$ cat src/rtl/outkill_pkg.sv
package outkill_pkg;
    typedef enum logic [1:0] {
        ST_TRIP = 2'd0,
        ST_MON  = 2'd1,
        ST_BYP  = 2'd2
    } okw_state_e;

    typedef struct packed {
        okw_state_e st;
        logic       rpulse;
    } okw_ctrl_s;
endpackage

$ cat src/rtl/okw_timer.sv
module okw_timer #(
    parameter int TICKS_PER_SEC = 1000,
    parameter int SECW          = 8
) (
    input  logic            clk,
    input  logic            rst_n,
    input  logic            tick,
    input  logic            load,
    input  logic            kill,
    input  logic            run,
    input  logic [SECW-1:0] dur,
    output logic [SECW-1:0] left,
    output logic            expire
);
    localparam int SUBW = (TICKS_PER_SEC > 1) ? $clog2(TICKS_PER_SEC) : 1;
    localparam logic [SUBW-1:0] SUB_LAST = SUBW'(TICKS_PER_SEC - 1);

    typedef struct packed {
        logic [SECW-1:0] secs;
        logic [SUBW-1:0] sub;
    } tmr_s;

    tmr_s tmr_d, tmr_q;

    always_comb begin
        tmr_d  = tmr_q;
        expire = run && (tmr_q.sub == SUB_LAST) && (tmr_q.secs == SECW'(1));
        if (tick) begin
            if (kill) begin
                tmr_d.secs = '0;
                tmr_d.sub  = '0;
            end else if (load) begin
                tmr_d.secs = dur;
                tmr_d.sub  = '0;
            end else if (run) begin
                if (tmr_q.sub == SUB_LAST) begin
                    tmr_d.sub  = '0;
                    tmr_d.secs = tmr_q.secs - SECW'(1);
                end else begin
                    tmr_d.sub = tmr_q.sub + SUBW'(1);
                end
            end
        end
    end

    always_ff @(posedge clk or negedge rst_n) begin
        if (!rst_n) tmr_q <= '0;
        else        tmr_q <= tmr_d;
    end

    assign left = tmr_q.secs;

    // a running countdown never goes up
    assert_count_down_R7: assert property (@(posedge clk) disable iff (!rst_n)
        (tick && run && !kill && !load) |=> (left <= $past(left)));
    // a repeated request while running cannot lift the timer
    assert_no_extend_R6: assert property (@(posedge clk) disable iff (!rst_n)
        (run && !load) |=> (left <= $past(left)));
endmodule

$ cat src/rtl/okw_ctrl.sv
module okw_ctrl
    import outkill_pkg::*;
(
    input  logic       clk,
    input  logic       rst_n,
    input  logic       tick,
    input  logic       health,
    input  logic       req_reset,
    input  logic       req_bypass,
    input  logic       panic,
    input  logic       dur_nz,
    input  logic       expire,
    output okw_state_e state,
    output logic       rpulse,
    output logic       load,
    output logic       kill
);
    okw_ctrl_s ctl_d, ctl_q;

    always_comb begin
        ctl_d = ctl_q;
        load  = 1'b0;
        kill  = 1'b0;
        if (tick) begin
            ctl_d.rpulse = 1'b0;
            if (panic) begin
                ctl_d.st = ST_TRIP;
                kill     = 1'b1;
            end else if (req_reset) begin
                ctl_d.rpulse = 1'b1;
                ctl_d.st     = health ? ST_MON : ST_TRIP;
                kill         = 1'b1;
            end else if (req_bypass && dur_nz && ctl_q.st != ST_BYP) begin
                ctl_d.st = ST_BYP;
                load     = 1'b1;
            end else begin
                unique case (ctl_q.st)
                    ST_MON:  if (!health) ctl_d.st = ST_TRIP;
                    ST_BYP:  if (expire)  ctl_d.st = ST_MON;
                    default: ctl_d.st = ctl_q.st;
                endcase
            end
        end
    end

    always_ff @(posedge clk or negedge rst_n) begin
        if (!rst_n) begin
            ctl_q.st     <= ST_TRIP;
            ctl_q.rpulse <= 1'b0;
        end else begin
            ctl_q <= ctl_d;
        end
    end

    assign state  = ctl_q.st;
    assign rpulse = ctl_q.rpulse;

    // panic on a tick always trips
    assert_panic_trips_R8: assert property (@(posedge clk) disable iff (!rst_n)
        (tick && panic) |=> (state == ST_TRIP && !rpulse));
    // non-tick cycles hold everything
    assert_hold_idle_R9: assert property (@(posedge clk) disable iff (!rst_n)
        !tick |=> ($stable(state) && $stable(rpulse)));
    // a trip stays latched without reset or accepted bypass
    assert_trip_latched_R3: assert property (@(posedge clk) disable iff (!rst_n)
        (state == ST_TRIP && !req_reset && !(req_bypass && dur_nz && !panic))
        |=> (state == ST_TRIP));
endmodule

$ cat src/rtl/okw_gate.sv
module okw_gate #(
    parameter int NCH = 4,
    parameter int DW  = 16
) (
    input  logic              pass,
    input  logic [NCH*DW-1:0] din,
    output logic [NCH*DW-1:0] dout
);
    for (genvar c = 0; c < NCH; c++) begin : g_ch
        assign dout[c*DW +: DW] = pass ? din[c*DW +: DW] : '0;
    end
endmodule

$ cat src/rtl/outkill_wdog.sv
module outkill_wdog
    import outkill_pkg::*;
#(
    parameter int NCH           = 4,
    parameter int DW            = 16,
    parameter int TICKS_PER_SEC = 1000,
    parameter int SECW          = 8
) (
    input  logic              clk,
    input  logic              rst_n,
    input  logic              tick,
    input  logic              health,
    input  logic [SECW-1:0]   byp_secs,
    input  logic              req_reset,
    input  logic              req_bypass,
    input  logic              panic,
    input  logic [NCH*DW-1:0] samp_in,
    output logic [NCH*DW-1:0] samp_out,
    output logic [1:0]        status,
    output logic              rst_pulse,
    output logic [SECW-1:0]   byp_left
);
    okw_state_e state;
    logic load, kill, expire, rpulse;

    okw_ctrl u_ctrl (
        .clk(clk), .rst_n(rst_n), .tick(tick), .health(health),
        .req_reset(req_reset), .req_bypass(req_bypass), .panic(panic),
        .dur_nz(byp_secs != '0), .expire(expire),
        .state(state), .rpulse(rpulse), .load(load), .kill(kill)
    );

    okw_timer #(.TICKS_PER_SEC(TICKS_PER_SEC), .SECW(SECW)) u_tmr (
        .clk(clk), .rst_n(rst_n), .tick(tick), .load(load), .kill(kill),
        .run(state == ST_BYP), .dur(byp_secs), .left(byp_left), .expire(expire)
    );

    okw_gate #(.NCH(NCH), .DW(DW)) u_gate (
        .pass(state != ST_TRIP), .din(samp_in), .dout(samp_out)
    );

    assign status    = state;
    assign rst_pulse = rpulse;

    // tripped status always comes with zero outputs
    assert_trip_zero_R2: assert property (@(posedge clk) disable iff (!rst_n)
        (status == 2'd0) |-> (samp_out == '0));
    // seconds-left matches the bypass status
    assert_left_match_R7: assert property (@(posedge clk) disable iff (!rst_n)
        ((status == 2'd2) == (byp_left != '0)));
    // leaving reset starts tripped
    assert_start_trip_R1: assert property (@(posedge clk)
        $rose(rst_n) |-> (status == 2'd0 && !rst_pulse));
    // reset indication only follows an accepted reset request
    assert_pulse_cause_R4: assert property (@(posedge clk) disable iff (!rst_n)
        $rose(rst_pulse) |-> $past(tick && req_reset && !panic));
endmodule

$ cat config.mk
export PLATFORM = sky130hd
export DESIGN_NAME = outkill_wdog
export DESIGN_NICKNAME = d
export VERILOG_FILES = /design/src/rtl/outkill_pkg.sv /design/src/rtl/okw_timer.sv /design/src/rtl/okw_ctrl.sv /design/src/rtl/okw_gate.sv /design/src/rtl/outkill_wdog.sv
export SDC_FILE = /design/constraint.sdc
export NUM_CORES = 1
export LEC_CHECK = 0
export ABC_AREA = 1
export BUFFER_PORTS_ARGS = -buffer_cell sky130_fd_sc_hd__buf_2
export CELL_PAD_IN_SITES_DETAIL_PLACEMENT = 0
export CELL_PAD_IN_SITES_GLOBAL_PLACEMENT = 2
export CORE_ASPECT_RATIO = 0.9
export CORE_MARGIN = 4
export CORE_UTILIZATION = 19
export CTS_BUF_LIST = sky130_fd_sc_hd__clkbuf_2 sky130_fd_sc_hd__clkbuf_4 sky130_fd_sc_hd__clkbuf_8
export CTS_CLUSTER_SIZE = 8
export DETAILED_ROUTE_END_ITERATION = 16
export GPL_TIMING_DRIVEN = 0
export PLACE_DENSITY = 0.91
export SYNTH_ARGS = -nofsm -noshare
export SYNTH_HDL_FRONTEND = slang
export SYNTH_SLANG_ARGS = --single-unit
$ cat constraint.sdc
create_clock -name clk -period 1.9 [get_ports clk]
set_clock_uncertainty 0.1 [all_clocks]
set_input_delay 0.095 -clock clk [delete_from_list [all_inputs] [get_ports clk]]
set_output_delay 0.095 -clock clk [all_outputs]
set_load 0.03 [all_outputs]
==> run metrics, run 1 <==
status=finished clean; most common cell after layout, fill and taps aside=buf_2; Startpoint Class=flip-flop; Worst R2R Setup Slack=roughly 0.16 ns; Worst VDD drop=between 300 and 400 uV; fillcell total=approximately 1,200; largest net degree at the start of global routing=22; post-synth cell types=28; Worst Path Required=roughly 1.7 ns; DRC=0; pwr dens=between 700 and 800 nW/um2; clock network power share=between 10% and 20%; final setup vio count=0; CTS Buf Count=3; initial antenna violation count=0; Seq/Total Area, Yosys=around 24%; H-tree depth=1; Hold Path Class=in -> reg; DRT antenna net count=0; DR iter-0 viols=114; vias in the first global route=~2,600; YS warnings=0; minimum clock period=~1.8 ns; Setup CP Type=reg -> out; Lkg Pwr=approximately 0.0021 uW; Crit. End Element=output pin; Max stage delay cell, worst path=dfrtp_1; First-pass DRT Iterations=4; crit path launch=u_ctrl.state[1]; most frequent cells in the layout=156 x buf_2, 97 x inv_1, 88 x nor2_1; Worst R2R End=u_tmr.left[3]; combinational power share=between 60% and 70%; Overall Global Routing Usage=a little over a tenth; hold path depth=3; initial core utilization=about 20%; die height=109 um; CTS Buffer Depth=2; via count=2,728; WP data arrival=1.56 ns; cell taking the most area after synthesis=dfrtp_1; worst r2r src=u_tmr.tmr_q[0]; drt wl/cell=between 10 and 15 um; fmax=roughly 570 MHz; root buf cell=clkbuf_8; Area Overhead vs Synth=48.3%; Post-Syn Area=around 2200 um2; Worst slew margin=63.8%; Via density=3.95; Final Core Density=29.2%; NetSw=about 1300 uW; Seq cells post-synth=21; final hold violations=0; share of the synthesized area in the top cell type=between 20% and 30%; part of the power in registers=a little over a quarter; depth of the worst register-to-register path=9; Total Power=2550 uW; Crit Path Max Fanout=10; # port buffers=153; Mapped Nets=about 460; TritonCTS clock tree=built; GPL Wtd Cong=approximately 0.78; FP Rows=36; RSZ-0062 raised after global routing=false; final period utilization=a little over 90%; nets=about 620; layout cells sized above 1=roughly 36%; hold slack final=~0.019 ns; wirelength, routed=approximately 7.5 mm; crit path to=samp_out[51]; worst-margin pin slew=0.542 ns; average cell area after synthesis=about 5.7 um2; crit-path cells=nor2_4 -> buf_2 -> nor2_1 -> buf_2; Die X=about 120 um; peak per-stage delay on the critical path=0.46 ns; # IOs=154; clock-pin slew reported for the worst setup and hold paths after clock tree synthesis=0.09 ns; final setup TNS=0 ns; max-slew violation count=0; Worst-Skew Late Latency=around 0.27 ns; P_int=approximately 1300 uW; MaxCap Viol Count=0; Gate Count Post-Synth=between 300 and 400; CTS sink cnt=21; global route total overflow=0; Core Box Area=10,900 um2; die area=roughly 13,000 um2; Synth area leaders=dfrtp_1 24%, inv_1 17%, nor2_1 15%, nand2_1 11%, nand3_1 7.7%; Net Sw Frac=between 50% and 60%; global-route wire length before repair=roughly 12 mm; ANT cells=0; crit-path most repeated cell=buf_2; DP Wirelength=6.23 mm
[through the flow]
step / worst slack [ns] / area, um2 / std cells
finish: 0.146 / 3200 / 690
global route: 0.00311 / 3200 / 690
CTS: 0.0250 / 3190 / 690
detailed placement: -0.153 / 3110 / 685
global placement: -0.106 / 3110 / 685
floorplan: 0.243 / 2160 / 380
[layer usage]
metal | GRT usage [%] | vias up | share of wire [%]
met3 | 2.49 | 4 | 7.9
met4 | 1.29 | 0 | 0.47
li1 | - | 1429 | -
met2 | 19.8 | 99 | 50
met5 | 0 | - | 0
met1 | 13.3 | 1196 | 41
[kinds of logic after synthesis]
family	share of synthesized area (%)
flip-flops	24.4
AND/OR/NAND/NOR	43.3
XOR/XNOR	2.03
adder cells (fa/ha/maj)	1.74
buffers and inverters	22.4
AO/OA/AOI/OAI	6.15
[critical path: cells and delay by family, from the launching register on]
family / cells / cell delay (ns)
flip-flops: 1 / 0.46
AND/OR/NAND/NOR: 2 / 0.35
buffers and inverters: 2 / 0.46
[worst min path at each step]
stage                   start               to  slack (ns)
floorplan               rst_n    u_ctrl.rpulse       -0.30
global placement        rst_n   u_tmr.tmr_q[6]       0.008
detailed placement      rst_n   u_tmr.tmr_q[6]       0.007
CTS                      tick  u_ctrl.state[0]        0.02
global route        req_reset    u_ctrl.rpulse        0.03
finish              req_reset    u_ctrl.rpulse        0.02
[synthesized netlist by cell type, drive strengths merged]
cell and count:
nor2 92, dfrtp 21, a21oi 1, ha 3, nand3 36, a31o 1, nand4 9, nand3b 4
xnor2 2, nand2 68, o21ai 20, nor3 1, buf 11, clkbuf 7, inv 100, xor2 3
or2 1
[registers in the layout, indices dropped and copies added, names as in the netlist]
register       cells
u_tmr.tmr_q       10
u_ctrl.rpulse      1
u_tmr.left         8
u_ctrl.state       2
[repair_timing]
item	4_1_cts	5_1_grt
resized for setup	4	13
endpoints found under the hold margin	21	0
hold buffers	1	0
endpoints found under the setup margin	61	61
setup buffers	0	0
[cell type report]
class                   instances  area (um2)  area share, %
inverters                     100         375           11.7
repair buffers                154         776           24.3
plain buffers                  18         115           3.60
multi-input cells             241        1170           36.5
well taps                     152         190           5.95
flip-flops and latches         21         527           16.5
clock inverters                 1        5.00          0.156
clock buffers                   3        41.3           1.29
[power by group through the flow]
stage / clock (uW) / sequential [uW] / combinational (uW)
4_1_cts: 321 / 681 / 1580
5_1_grt: 350 / 706 / 1760
3_5_place_dp: 0 / 689 / 1570
2_1_floorplan: 0 / 654 / 1150
3_3_place_gp: 0 / 686 / 1550
6_report: 310 / 680 / 1560
No activity file was read; power rests on OpenSTA's default activity.
==> inputs of run 2 (changes only) <==
Settings changed: RECOVER_POWER from default to 100.
==> run metrics, run 2 (synthesis results as in run 1) <==
Via density=approximately 4; CTS Buf Count=3; clock-pin slew reported for the worst setup and hold paths after clock tree synthesis=roughly 0.090 ns; GPL Wtd Cong=around 0.78; Setup CP Type=reg -> out; global route total overflow=0; Die X=~120 um; Storage cell area=approximately 530 um2; Max stage delay cell, worst path=dfrtp_1; Hold Path Class=in -> reg; wirelength, routed=around 7.5 mm; Crit Path Max Fanout=10; MaxCap Viol Count=0; Final Core Density=29.0%; Worst slew margin=around 15%; drt wl/cell=about 11 um; start point of the worst hold path=req_reset; Startpoint Class=flip-flop; Worst R2R End=u_tmr.tmr_q[5]; crit path launch=u_ctrl.state[0]; peak per-stage delay on the critical path=0.47 ns; worst r2r src=u_ctrl.state[0]; final setup vio count=0; minimum clock period=around 1.8 ns; worst-margin pin slew=1.28 ns; nets=621; Lkg Pwr=just over 0.002 uW; layout cells sized above 1=about a third; most frequent cells in the layout=97 x inv_1, 88 x nor2_1, 82 x buf_2; die area=between 10,000 and 15,000 um2; fillcell total=roughly 1,200; largest net degree at the start of global routing=22; DP Wirelength=just over 6 mm; Overall Global Routing Usage=a little over a tenth; crit-path most repeated cell=buf_2; Worst R2R Setup Slack=0.14 ns; die height=~110 um; hold slack final=0.0142 ns; register with the most flip-flops=u_tmr.tmr_q; WP data arrival=around 1.6 ns; initial core utilization=between 10% and 20%; most common cell after layout, fill and taps aside=inv_1; non-filler cells, final=690; vias in the first global route=2,573; hold path depth=3; Post-Place Cell Area=about 3100 um2; CTS Buffer Depth=2; TritonCTS clock tree=built; final hold violations=0; pwr dens=between 700 and 800 nW/um2; placed cells=around 700; DR iter-0 viols=103; Hold EP=u_ctrl.rpulse; number of cells on the critical path=4; DRT antenna net count=0; Core Box Area=~11,000 um2; ANT cells=0; RSZ-0062 raised after global routing=false; max reg flops=10; Area Overhead vs Synth=47.3%; CTS sink cnt=21; # port buffers=approximately 150; Design Area, Final=between 3000 and 4000 um2; max-slew violation count=0; depth of the worst register-to-register path=8; post-CTS setup buffer count=0; Worst Path Required=between 1.5 and 2 ns; final period utilization=between 90% and 100%; # IOs=between 150 and 200; global-route wire length before repair=11.9 mm; status=finished clean; Worst VDD drop=around 350 uV; delay-heaviest family, CP=flip-flops; H-tree depth=1; area occupied by multi-input gates=~1200 um2; FP Rows=36; First-pass DRT Iterations=6; Crit. End Element=output pin; via count=around 2,700; Buf/Inv on CP=2; DRC=0; fmax=~570 MHz; root buf cell=clkbuf_8; Worst-Skew Late Latency=between 0.2 and 0.3 ns; crit-path cells=nor2_4 -> buf_2 -> nor2_1 -> buf_2; initial antenna violation count=0
-- run 2: worst max path at each step --
| stage | slack [ns] | to |
|---|---|---|
| 6_report | 0.14 | samp_out[51] |
| 5_1_grt | 0.003 | u_tmr.left[3] |
| 4_1_cts | 0.02 | samp_out[30] |
| 3_5_place_dp | -0.15 | samp_out[51] |
| 3_3_place_gp | -0.11 | samp_out[51] |
| 2_1_floorplan | 0.24 | u_tmr.left[5] |
-- run 2: worst min-delay path, cell delays in order --
cell and delay [ns]:
buf_2 0.11, nand3_1 0.08, nand2_1 0.06
-- run 2: layer usage --
layer	GRT usage, %	part of all wire [%]	vias to the layer above
li1	-	-	1430
met5	0	0	-
met3	2.49	7.7	6
met2	19.8	50	103
met1	13.3	41	1186
met4	1.29	0.56	0
-- run 2: area by class of cell --
| class | count | area share, % |
|---|---|---|
| Timing Repair Buffer | 154 | 23.8 |
| Multi-Input combinational cell | 241 | 36.7 |
| Inverter | 100 | 11.8 |
| Clock inverter | 1 | 0.158 |
| Tap cell | 152 | 5.99 |
| Buffer | 18 | 3.62 |
| Sequential cell | 21 | 16.6 |
| Clock buffer | 3 | 1.30 |
-- run 2: repair_timing --
item                                    in CTS  in global routing
gates resized for setup                      4                 13
hold endpoints to repair                    21                  0
endpoints found under the setup margin      61                 61
hold buffers                                 1                  0
-- run 2: power breakdown --
group | total, uW | leakage [uW] | switching, uW | internal (uW)
logic | 1540 | 0.00171 | 1000 | 539
registers | 679 | 0.000280 | 141 | 539
clock network | 314 | 0.0000255 | 167 | 147
-- run 2: metrics by stage --
step | setup TNS, ns | power [uW] | setup slack [ns]
floorplan | 0 | 1810 | 0.243
finish | 0 | 2540 | 0.142
global placement | -0.490 | 2240 | -0.106
global route | 0 | 2800 | 0.00287
CTS | 0 | 2580 | 0.0250
detailed placement | -0.933 | 2260 | -0.153
